File: src/rtl/aud_pkg.sv
package aud_pkg;

  typedef logic [7:0] pos_t;

  typedef enum logic [1:0] {
    FMT_R16 = 2'b00,
    FMT_R20 = 2'b01,
    FMT_L20 = 2'b10,
    FMT_I2S = 2'b11
  } fmt_e;

  // Number of data bits carried per slot in the given format.
  function automatic pos_t word_len(fmt_e f, pos_t wmax, pos_t wshort);
    return (f == FMT_R16) ? wshort : wmax;
  endfunction

  // Slot position of the MSB. Playback is right-aligned in 00/01.
  function automatic pos_t first_pos(fmt_e f, logic is_tx, pos_t slot_len, pos_t len);
    if (f == FMT_I2S) return 8'd1;
    if (is_tx && (f != FMT_L20)) return slot_len - len;
    return 8'd0;
  endfunction

  function automatic logic in_window(pos_t pos, pos_t first, pos_t len);
    return (pos >= first) && ((pos - first) < len);
  endfunction

endpackage

File: src/rtl/aud_sync.sv
module aud_sync #(
  parameter int WIDTH  = 3,
  parameter int STAGES = 2
) (
  input  logic             clk,
  input  logic             rst_n,
  input  logic [WIDTH-1:0] d,
  output logic [WIDTH-1:0] q
);
  for (genvar gi = 0; gi < WIDTH; gi++) begin : g_bit
    logic [STAGES-1:0] chain;
    always_ff @(posedge clk or negedge rst_n) begin
      if (!rst_n) chain <= '0;
      else        chain <= {chain[STAGES-2:0], d[gi]};
    end
    assign q[gi] = chain[STAGES-1];
  end
endmodule

File: src/rtl/aud_slot_timer.sv
module aud_slot_timer
  import aud_pkg::*;
(
  input  logic clk,
  input  logic rst_n,
  input  logic bclk_s,
  input  logic lr_s,
  input  fmt_e fmt,
  output logic bit_rise,
  output logic bit_fall,
  output pos_t slot_pos,
  output logic slot_right,
  output logic frame_start
);
  logic bclk_d;
  logic lr_last;
  pos_t pos_q;

  assign bit_rise = bclk_s & ~bclk_d;
  assign bit_fall = ~bclk_s & bclk_d;

  // Position of the bit period now in progress (valid at either edge).
  always_comb begin
    if (lr_s != lr_last)      slot_pos = '0;
    else if (pos_q == '1)     slot_pos = pos_q;
    else                      slot_pos = pos_q + 8'd1;
  end

  assign slot_right  = (fmt == FMT_I2S) ? lr_s : ~lr_s;
  assign frame_start = bit_fall && (slot_pos == '0) && !slot_right;

  always_ff @(posedge clk or negedge rst_n) begin
    if (!rst_n) begin
      bclk_d  <= 1'b0;
      lr_last <= 1'b0;
      pos_q   <= '1;
    end else begin
      bclk_d <= bclk_s;
      if (bit_rise) begin
        pos_q   <= slot_pos;
        lr_last <= lr_s;
      end
    end
  end
endmodule

File: src/rtl/aud_tx_path.sv
module aud_tx_path
  import aud_pkg::*;
#(
  parameter int WORD_MAX   = 20,
  parameter int WORD_SHORT = 16,
  parameter int SLOT_LEN   = 32
) (
  input  logic                clk,
  input  logic                rst_n,
  input  logic                bit_fall,
  input  logic                frame_start,
  input  pos_t                slot_pos,
  input  logic                slot_right,
  input  fmt_e                fmt,
  input  logic [WORD_MAX-1:0] play_l,
  input  logic [WORD_MAX-1:0] play_r,
  output logic                sdout,
  output logic                play_take
);
  localparam int   IDX_W   = $clog2(WORD_MAX);
  localparam pos_t WMAX_P  = pos_t'(WORD_MAX);
  localparam pos_t WSHRT_P = pos_t'(WORD_SHORT);
  localparam pos_t SLOT_P  = pos_t'(SLOT_LEN);

  logic [WORD_MAX-1:0] hold_l, hold_r, word;
  pos_t                len, first, offs;
  logic [IDX_W-1:0]    idx;
  logic                bit_d;

  always_comb begin
    len   = word_len(fmt, WMAX_P, WSHRT_P);
    first = first_pos(fmt, 1'b1, SLOT_P, len);
    word  = slot_right ? hold_r : (frame_start ? play_l : hold_l);
    offs  = slot_pos - first;
    idx   = IDX_W'(len - 8'd1 - offs);
    bit_d = in_window(slot_pos, first, len) ? word[idx] : 1'b0;
  end

  always_ff @(posedge clk or negedge rst_n) begin
    if (!rst_n) begin
      hold_l    <= '0;
      hold_r    <= '0;
      sdout     <= 1'b0;
      play_take <= 1'b0;
    end else begin
      play_take <= frame_start;
      if (frame_start) begin
        hold_l <= play_l;
        hold_r <= play_r;
      end
      if (bit_fall) sdout <= bit_d;
    end
  end
endmodule

File: src/rtl/aud_rx_path.sv
module aud_rx_path
  import aud_pkg::*;
#(
  parameter int WORD_MAX   = 20,
  parameter int WORD_SHORT = 16,
  parameter int SLOT_LEN   = 32
) (
  input  logic                clk,
  input  logic                rst_n,
  input  logic                bit_rise,
  input  pos_t                slot_pos,
  input  logic                slot_right,
  input  fmt_e                fmt,
  input  logic                sdin,
  output logic                cap_last,
  output logic [WORD_MAX-1:0] cap_l,
  output logic [WORD_MAX-1:0] cap_r,
  output logic                cap_valid
);
  localparam pos_t WMAX_P  = pos_t'(WORD_MAX);
  localparam pos_t WSHRT_P = pos_t'(WORD_SHORT);
  localparam pos_t SLOT_P  = pos_t'(SLOT_LEN);

  logic [WORD_MAX-1:0] sh_l, sh_r, nxt_l, nxt_r;
  logic                left_done, take;
  pos_t                len, first, offs;

  always_comb begin
    len      = word_len(fmt, WMAX_P, WSHRT_P);
    first    = first_pos(fmt, 1'b0, SLOT_P, len);
    offs     = slot_pos - first;
    take     = bit_rise && in_window(slot_pos, first, len);
    cap_last = take && (offs == len - 8'd1);
    // The first bit of a window clears stale upper bits.
    nxt_l = (offs == '0) ? {{(WORD_MAX-1){1'b0}}, sdin} : {sh_l[WORD_MAX-2:0], sdin};
    nxt_r = (offs == '0) ? {{(WORD_MAX-1){1'b0}}, sdin} : {sh_r[WORD_MAX-2:0], sdin};
  end

  always_ff @(posedge clk or negedge rst_n) begin
    if (!rst_n) begin
      sh_l      <= '0;
      sh_r      <= '0;
      cap_l     <= '0;
      cap_r     <= '0;
      cap_valid <= 1'b0;
      left_done <= 1'b0;
    end else begin
      cap_valid <= 1'b0;
      if (take) begin
        if (slot_right) begin
          sh_r <= nxt_r;
          if (cap_last && left_done) begin
            cap_l     <= sh_l;
            cap_r     <= nxt_r;
            cap_valid <= 1'b1;
            left_done <= 1'b0;
          end
        end else begin
          sh_l      <= nxt_l;
          left_done <= cap_last;
        end
      end
    end
  end
endmodule

File: src/rtl/aud_serial_port.sv
module aud_serial_port
  import aud_pkg::*;
#(
  parameter int WORD_MAX    = 20,
  parameter int WORD_SHORT  = 16,
  parameter int SLOT_LEN    = 32,
  parameter int SYNC_STAGES = 2
) (
  input  logic                clk,
  input  logic                rst_n,
  input  logic [1:0]          fmt_sel,
  input  logic                bit_clk,
  input  logic                word_clk,
  input  logic                ser_in,
  input  logic [WORD_MAX-1:0] play_left,
  input  logic [WORD_MAX-1:0] play_right,
  output logic                play_take,
  output logic                ser_out,
  output logic [WORD_MAX-1:0] cap_left,
  output logic [WORD_MAX-1:0] cap_right,
  output logic                cap_valid
);
  localparam int N_SYNC = 3;

  logic [N_SYNC-1:0] raw_in, synced;
  logic bclk_s, lr_s, sdin_s;
  logic bit_rise, bit_fall, slot_right, frame_start, cap_last;
  pos_t slot_pos;
  fmt_e fmt;

  assign fmt    = fmt_e'(fmt_sel);
  assign raw_in = {ser_in, word_clk, bit_clk};
  assign {sdin_s, lr_s, bclk_s} = synced;

  aud_sync #(.WIDTH(N_SYNC), .STAGES(SYNC_STAGES)) u_sync (
    .clk(clk), .rst_n(rst_n), .d(raw_in), .q(synced)
  );

  aud_slot_timer u_timer (
    .clk(clk), .rst_n(rst_n), .bclk_s(bclk_s), .lr_s(lr_s), .fmt(fmt),
    .bit_rise(bit_rise), .bit_fall(bit_fall), .slot_pos(slot_pos),
    .slot_right(slot_right), .frame_start(frame_start)
  );

  aud_tx_path #(.WORD_MAX(WORD_MAX), .WORD_SHORT(WORD_SHORT), .SLOT_LEN(SLOT_LEN)) u_tx (
    .clk(clk), .rst_n(rst_n), .bit_fall(bit_fall), .frame_start(frame_start),
    .slot_pos(slot_pos), .slot_right(slot_right), .fmt(fmt),
    .play_l(play_left), .play_r(play_right), .sdout(ser_out), .play_take(play_take)
  );

  aud_rx_path #(.WORD_MAX(WORD_MAX), .WORD_SHORT(WORD_SHORT), .SLOT_LEN(SLOT_LEN)) u_rx (
    .clk(clk), .rst_n(rst_n), .bit_rise(bit_rise), .slot_pos(slot_pos),
    .slot_right(slot_right), .fmt(fmt), .sdin(sdin_s), .cap_last(cap_last),
    .cap_l(cap_left), .cap_r(cap_right), .cap_valid(cap_valid)
  );
endmodule

File: config.mk
export PLATFORM = sky130hd
export DESIGN_NAME = aud_serial_port
export DESIGN_NICKNAME = d
export VERILOG_FILES = /design/src/rtl/aud_pkg.sv /design/src/rtl/aud_sync.sv /design/src/rtl/aud_slot_timer.sv /design/src/rtl/aud_tx_path.sv /design/src/rtl/aud_rx_path.sv /design/src/rtl/aud_serial_port.sv
export SDC_FILE = /design/constraint.sdc
export NUM_CORES = 1
export LEC_CHECK = 0
export BUFFER_PORTS_ARGS = -buffer_cell sky130_fd_sc_hd__buf_2
export CORE_MARGIN = 10
export CORE_UTILIZATION = 30
export CTS_BUF_LIST = sky130_fd_sc_hd__clkbuf_4
export CTS_CLUSTER_SIZE = 24
export DETAILED_ROUTE_END_ITERATION = 8
export GPL_ROUTABILITY_DRIVEN = 0
export HOLD_SLACK_MARGIN = 0.15
export PLACE_DENSITY = 0.46
export SLEW_MARGIN = 20
export SYNTH_ARGS = -nofsm -noshare
export SYNTH_HDL_FRONTEND = slang
export SYNTH_SLANG_ARGS = --single-unit
File: constraint.sdc
create_clock -name clk -period 11.4 [get_ports clk]
set_input_delay 0.57 -clock clk [delete_from_list [all_inputs] [get_ports clk]]
set_output_delay 0.57 -clock clk [all_outputs]
set_load 0.01 [all_outputs]
Yosys cells after proc, flatten, opt, wreduce, memory -nomap -nowiden
Cells that the tools add are included.
{"block": "op_classes", "n_addsub": 6, "n_lt_le_gt_ge": 5, "n_eq_ne": 6, "muxes": 24, "n_bitwise": 6, "n_reduce_logical": 15}
{"op": "20-bit two-way mux", "n": 4}
{"op": "8-bit two-way mux", "n": 7}
{"op": "8-bit >= comparator", "n": 2}
{"op": "8-bit logical NOT", "n": 2}
{"op": "8-bit by 5-bit less-than comparator with 1-bit output", "n": 2}
{"op": "8-bit subtractor", "n": 2}
{"op": "1-bit two-way mux", "n": 11}
{"op": "8-bit by 1-bit adder with 8-bit output, second input constant", "n": 1}
{"op": "8-bit equality test", "n": 1}
{"op": "8-bit equality test, second input constant", "n": 1}
{"op": "6-bit by 8-bit subtractor with 8-bit output, first input constant", "n": 1}
{"op": "1-bit logical AND", "n": 7}
{"op": "5-bit by 6-bit less-than comparator with 1-bit output, second input constant", "n": 1}
{"op": "2-bit AND reduction", "n": 3}
{"op": "5-bit by 1-bit subtractor with 6-bit output, second input constant", "n": 1}
{"op": "1-bit binary-select mux with 5-bit select", "n": 1}
{"op": "5-bit subtractor", "n": 1}
{"op": "1-bit inverter", "n": 4}
{"op": "3-bit two-way mux", "n": 1}
{"op": "3-bit AND reduction", "n": 1}
{"op": "1-bit AND", "n": 2}
{"op": "2-bit equality test, second input constant", "n": 1}
{"op": "2-bit logical NOT", "n": 1}
{"op": "2-bit by 1-bit inequality test with 1-bit output, second input constant", "n": 1}
{"op": "other kinds (3)", "n": 3}
{"block": "word_totals", "reg_bits": 139, "in_bits": 47, "output_inout_bits": 43, "elab_cells": 78}

Longest topological paths before layout
{"block": "depth", "depth_word": 12, "ltp_mapped": 20}

By module
From an unflattened synthesis, not the netlist that was laid out.
{"block": "unflattened", "cells_unflattened": 584, "area_unflattened_um2": 7145.6}
{"module": "aud_rx_path", "instances": 1, "cells_each": 306, "area_per_inst_um2": 3811.2}
{"module": "aud_tx_path", "instances": 1, "cells_each": 189, "area_per_inst_um2": 2437.3}
{"module": "aud_slot_timer", "instances": 1, "cells_each": 80, "area_per_inst_um2": 724.4}
{"module": "aud_sync", "instances": 1, "cells_each": 9, "area_per_inst_um2": 172.7}

Least setup slack after synthesis
No wires, ideal clock.
{"block": "synth_path", "path_kind": "register to register", "startpoint": "reg u_timer.pos_q[0]", "endpoint": "reg u_rx.cap_l[11]", "setup_time_ps": 128, "arrival_ps": 3838, "setup_slack_ps": 7435, "stages_incl_launch_ff": 20, "path_cell_list": "dfstp_2 -> ha_1 -> clkbuf_2 -> and4_1 -> nand2_1 -> xor2_1 -> nand2_1 -> ha_1 -> ha_1 -> clkbuf_1 -> xnor2_1 -> ha_1 -> nand2_1 -> a21oi_1 -> a2111oi_0 -> or3b_1 -> nor2_1 -> nand3_1 -> buf_2 -> mux2_1"}
{"block": "synth_via", "elab_chain_len": 10}
{"element": "start: declaration", "line": "aud_slot_timer.sv:17", "rtl": "pos_t pos_q;"}
{"element": "start signal: assignment", "line": "aud_slot_timer.sv:40", "rtl": "pos_q <= slot_pos;"}
{"element": "8-bit by 1-bit adder with 8-bit output / 8-bit equality test (equally long branches)", "line": "aud_slot_timer.sv:26, aud_slot_timer.sv:25"}
{"element": "8-bit two-way mux *", "line": "aud_slot_timer.sv:25", "rtl": "else if (pos_q == '1) slot_pos = pos_q;"}
{"element": "8-bit two-way mux *", "line": "aud_slot_timer.sv:24", "rtl": "if (lr_s != lr_last) slot_pos = '0;"}
{"element": "8-bit subtractor", "line": "aud_pkg.sv:25, aud_rx_path.sv:31"}
{"element": "8-bit by 5-bit less-than comparator with 1-bit output", "line": "aud_pkg.sv:25", "rtl": "return (pos >= first) && ((pos - first) < len);"}
{"element": "1-bit logical AND", "line": "aud_pkg.sv:25"}
{"element": "1-bit logical AND", "line": "aud_rx_path.sv:32", "rtl": "take = bit_rise && in_window(slot_pos, first, len);"}
{"element": "1-bit logical AND", "line": "aud_rx_path.sv:33", "rtl": "cap_last = take && (offs == len - 8'd1);"}
{"element": "1-bit logical AND", "line": "aud_rx_path.sv:52", "rtl": "if (cap_last && left_done) begin"}
{"element": "3-bit AND reduction (no source line) *"}
{"element": "end signal: assignment", "line": "aud_rx_path.sv:53", "rtl": "cap_l <= sh_l;"}
{"element": "end: declaration", "line": "aud_rx_path.sv:16", "rtl": "output logic [WORD_MAX-1:0] cap_l,"}
Every way passes the cells marked *; elsewhere a longest branch is shown, timed or not.
A chain may end at the register's enable or synchronous reset.

Worst setup path after layout
{"block": "layout_path", "startpoint": "reg u_timer.pos_q[0]", "endpoint": "reg u_rx.cap_l[13]"}
Same word-level chain as after synthesis.

==> impl_metrics.json <==
{
  "p_int_mw": 0.823,
  "vias": 5161,
  "clock_skew_ns": 0.0350,
  "cts_root_buf": "clkbuf_4",
  "fmax_ghz": 0.193,
  "hpwl_um": 11800,
  "nets": 822,
  "cts.sinks": 139,
  "die_h_um": 170,
  "wl_per_cell_um": 16.1,
  "globalRouteTotalUtil_pct": 12.1,
  "syn_inst": 676,
  "initial_utilization_pct": 30.7,
  "crit_top_cell": "ha_1",
  "grt_pass1_vias": 5367,
  "yosys.area.top_type": "dfrtp_1",
  "diodes": 0,
  "tightestPinTransition_ns": 0.853,
  "ys_warn_count": 0,
  "outcome": "complete, no violations",
  "die_x_um": 170,
  "synth_nets": 733,
  "comb_power_share_pct": 25.8,
  "cp_top_family": "simple AND/OR/NAND/NOR gates",
  "ys_top_cells_by_area": "dfrtp_1 48%, nand2_1 10%, mux2_2 9.8%, dfstp_2 3.1%, o21ai_0 2.9%",
  "cp-end-kind": "flip-flop",
  "area_delta_synth_final_pct": 17.2,
  "p_leak_nw": 3.94,
  "final-hold-violation-count": 0,
  "n_fill_cell": 2280,
  "cp.required_ns": 11.85,
  "synth-edff-count": 0,
  "numPortBuffers": 89,
  "cts_tree": "built",
  "relSlewSlack_pct": 43.2,
  "clkTransAtPathRegs_ns": 0.15,
  "ctsResizeCount": 0,
  "clk_path_buf_depth": 2,
  "drv_cap": 0,
  "synth.yosys.seq_area_share_pct": 51.5,
  "grt_max_degree": 72,
  "cts_setup_buffers": 0,
  "crit_fanout": 40,
  "fin_crit_ns": 5.18,
  "fp-row-count": 54,
  "syn_area_um2": 6770,
  "yosys_register_bits": 139,
  "power_mw": 1.31,
  "crit_path_max_incr_delay_ns": 0.63,
  "instances_no_fill": 1058,
  "critPathSlowestCell": "dfstp_2",
  "worstPathBufferInverterCount": 0,
  "swShare_pct": 36.9,
  "place_inst": 1011,
  "synth_top_area_share_pct": 48.4,
  "crit_path_cell_trace": "ha_1 -> and4_1 -> nand2_1 -> xor2_1 -> nand2_1 -> ha_1 -> ha_1 -> xnor2_1 -> ha_1 -> nand2_1 -> a21oi_1 -> a2111oi_0 -> or3b_1 -> nor2_4 -> nand3_4 -> mux2_1",
  "synthDistinctLibCells": 68,
  "drt_pass1_iterations": 4,
  "worstSetupPathType": "flip-flop to flip-flop",
  "drive_gt1_share_pct": 27.4,
  "antenna_found_initial": 0,
  "ys.flop_type": "dfrtp_1",
  "ioPinCount": 90,
  "first_iter_violations": 424,
  "coreArea_um2": 22000,
  "worstHoldPathType": "primary input to flip-flop",
  "postRouteAntennaNets": 0,
  "rsz0062_at_grt": "no",
  "setup.worst_path.start_class": "flip-flop",
  "vias_per_cell": 4.88,
  "finalSetupTns_ns": 0,
  "finalSetupViolations": 0,
  "dieArea_um2": 29000,
  "async_flop_share_pct": 100,
  "drt-total-wl_um": 17100,
  "maxSlewViolCount": 0,
  "overflow": 0,
  "p_sw_mw": 0.482,
  "avgSynthCellArea_um2": 10.0,
  "clk_latency_ns": 0.57,
  "vdd.ir_drop.worst_uv": 55.8,
  "power_density_nw_per_um2": 164,
  "power.share.clock_pct": 25.5,
  "finalCritPeriodShare_pct": 45.4,
  "seqPwrFrac_pct": 48.6,
  "cts_max_level": 4,
  "grt_pass1_wl_um": 28100,
  "drc": 0,
  "numCtsBuffers": 17,
  "cp.arrival_ns": 5.63
}
[metal layers]
layer	up-vias	track usage [%]	wire [um]
met5	-	0	0
met4	0	3.93	207
met3	12	3.05	737
met2	108	19.5	8240
met1	2522	15.5	7890
li1	2519	-	-
[worst register-to-register path, cell delays in order (launching register included)]
cell and delay [ns]:
dfstp_2 0.63, ha_1 0.31, and4_1 0.31, nand2_1 0.11, xor2_1 0.15, nand2_1 0.09, ha_1 0.31, ha_1 0.33
xnor2_1 0.26, ha_1 0.20, nand2_1 0.05, a21oi_1 0.14, a2111oi_0 0.07, or3b_1 0.48, nor2_4 0.53, nand3_4 0.58
mux2_1 0.52
[flip-flops by register name (all words and copies together) (netlist names)]
register	flops
u_tx.play_take	1
u_tx.sdout	1
u_tx.hold_l	20
u_sync.g_bit.chain	6
u_rx.sh_r	19
u_rx.cap_l	20
u_timer.pos_q	8
u_rx.cap_r	20
u_rx.sh_l	20
u_rx.cap_valid	1
u_rx.left_done	1
u_timer.bclk_d	1
u_timer.lr_last	1
u_tx.hold_r	20
[area by class of cell]
type                       instances  area (um2)  area share [%]
timing repair buffer             110         647            8.15
tap                              280         350            4.41
inverter                          13        48.8           0.615
sequential                       139        3490            44.0
clock inverter                    15         194            2.44
clock buffer                      17         128            1.61
multi-input combinational        484        3080            38.8
[cell usage in the layout (no fill, tap or decap), drive strengths merged, types with 2 or more instances in the layout]
master,instances
nand2b,5
or3,3
a2111oi,4
a21boi,3
nor4,5
nand4,7
and2,22
nand3,9
and4,4
a221oi,4
a221o,3
dfstp,8
dlygate4sd3,15
nand2,187
inv,20
a31oi,5
clkbuf,17
o221ai,3
o211ai,6
dfrtp,131
mux2i,8
xor2,7
xnor2,6
and3,9
nor2,16
o21ai,40
nand3b,4
clkinv,8
or4,2
o22ai,2
ha,10
a31o,2
buf,95
mux2,65
nand4b,2
nor3,5
o311ai,2
a21oi,19
[cell usage after synthesis (all sizes together) (5+ instances only)]
cell type and instances:
inv 13, clkbuf 26, and2 22, a21oi 19, o211ai 6, dfrtp 131, ha 10, xnor2 6
nor2 16, nand4 7, and3 9, nor3 5, nand2 187, nand2b 5, xor2 7, nand3 9
mux2i 8, a31oi 5, mux2 65, dfstp 8, buf 14, nor4 5, o21ai 40
[stage by stage]
stage | hold WS (ns) | area, um2 | utilization, % | worst slack, ns
3_3_place_gp | 0.333 | 7450 | 33.8 | 5.50
6_report | 0.208 | 7940 | 36.0 | 6.22
3_5_place_dp | 0.335 | 7450 | 33.8 | 5.35
5_1_grt | 0.155 | 7940 | 36.0 | 5.82
4_1_cts | 0.153 | 7920 | 36.0 | 5.30
2_1_floorplan | 0.274 | 6770 | - | 7.43
[final timing paths]
| check | startpoint | depth (start not counted) | slack (ns) | to |
|---|---|---|---|---|
| setup / recovery | u_timer.pos_q[0] | 16 | 6.22 | u_rx.cap_l[13] |
| hold / removal | play_right[10] | 3 | 0.21 | u_tx.hold_r[10] |
| setup reg to reg | u_timer.pos_q[0] | 16 | 6.22 | u_rx.cap_l[13] |
| hold reg to reg | u_sync.g_bit[1].chain[0] | 0 | 0.36 | u_sync.g_bit[1].chain[1] |
| max in group asynchronous | rst_n | 3 | 9.50 | u_sync.g_bit[1].chain[0] |
| min in group asynchronous | rst_n | 2 | 0.58 | u_tx.hold_r[11] |
[cell families (layout without fill, tap and decap cells)]
| family | count (synthesis) | after routing | synth area share, % |
|---|---|---|---|
| adders and majority gates | 10 | 10 | 1.85 |
| muxes | 73 | 73 | 12.0 |
| xor gates and xnor gates | 13 | 13 | 1.79 |
| buffers and inverters | 53 | 155 | 3.42 |
| and+or+nand+nor | 285 | 285 | 19.6 |
| AOI/OAI and AO/OA | 103 | 103 | 9.88 |
| DFF | 139 | 139 | 51.5 |
[power groups by stage]
stage | clock network (mW) | registers, mW | logic, mW
2_1_floorplan | 0 | 0.628 | 0.245
3_3_place_gp | 0 | 0.642 | 0.332
3_5_place_dp | 0 | 0.644 | 0.336
4_1_cts | 0.350 | 0.635 | 0.342
5_1_grt | 0.375 | 0.646 | 0.380
6_report | 0.333 | 0.634 | 0.337
[timing repair]
item	CTS	global route
setup endpoints to repair	0	0
endpoints found under the hold margin	81	0
hold buffers	15	0
(Power assumes the default switching activity.)
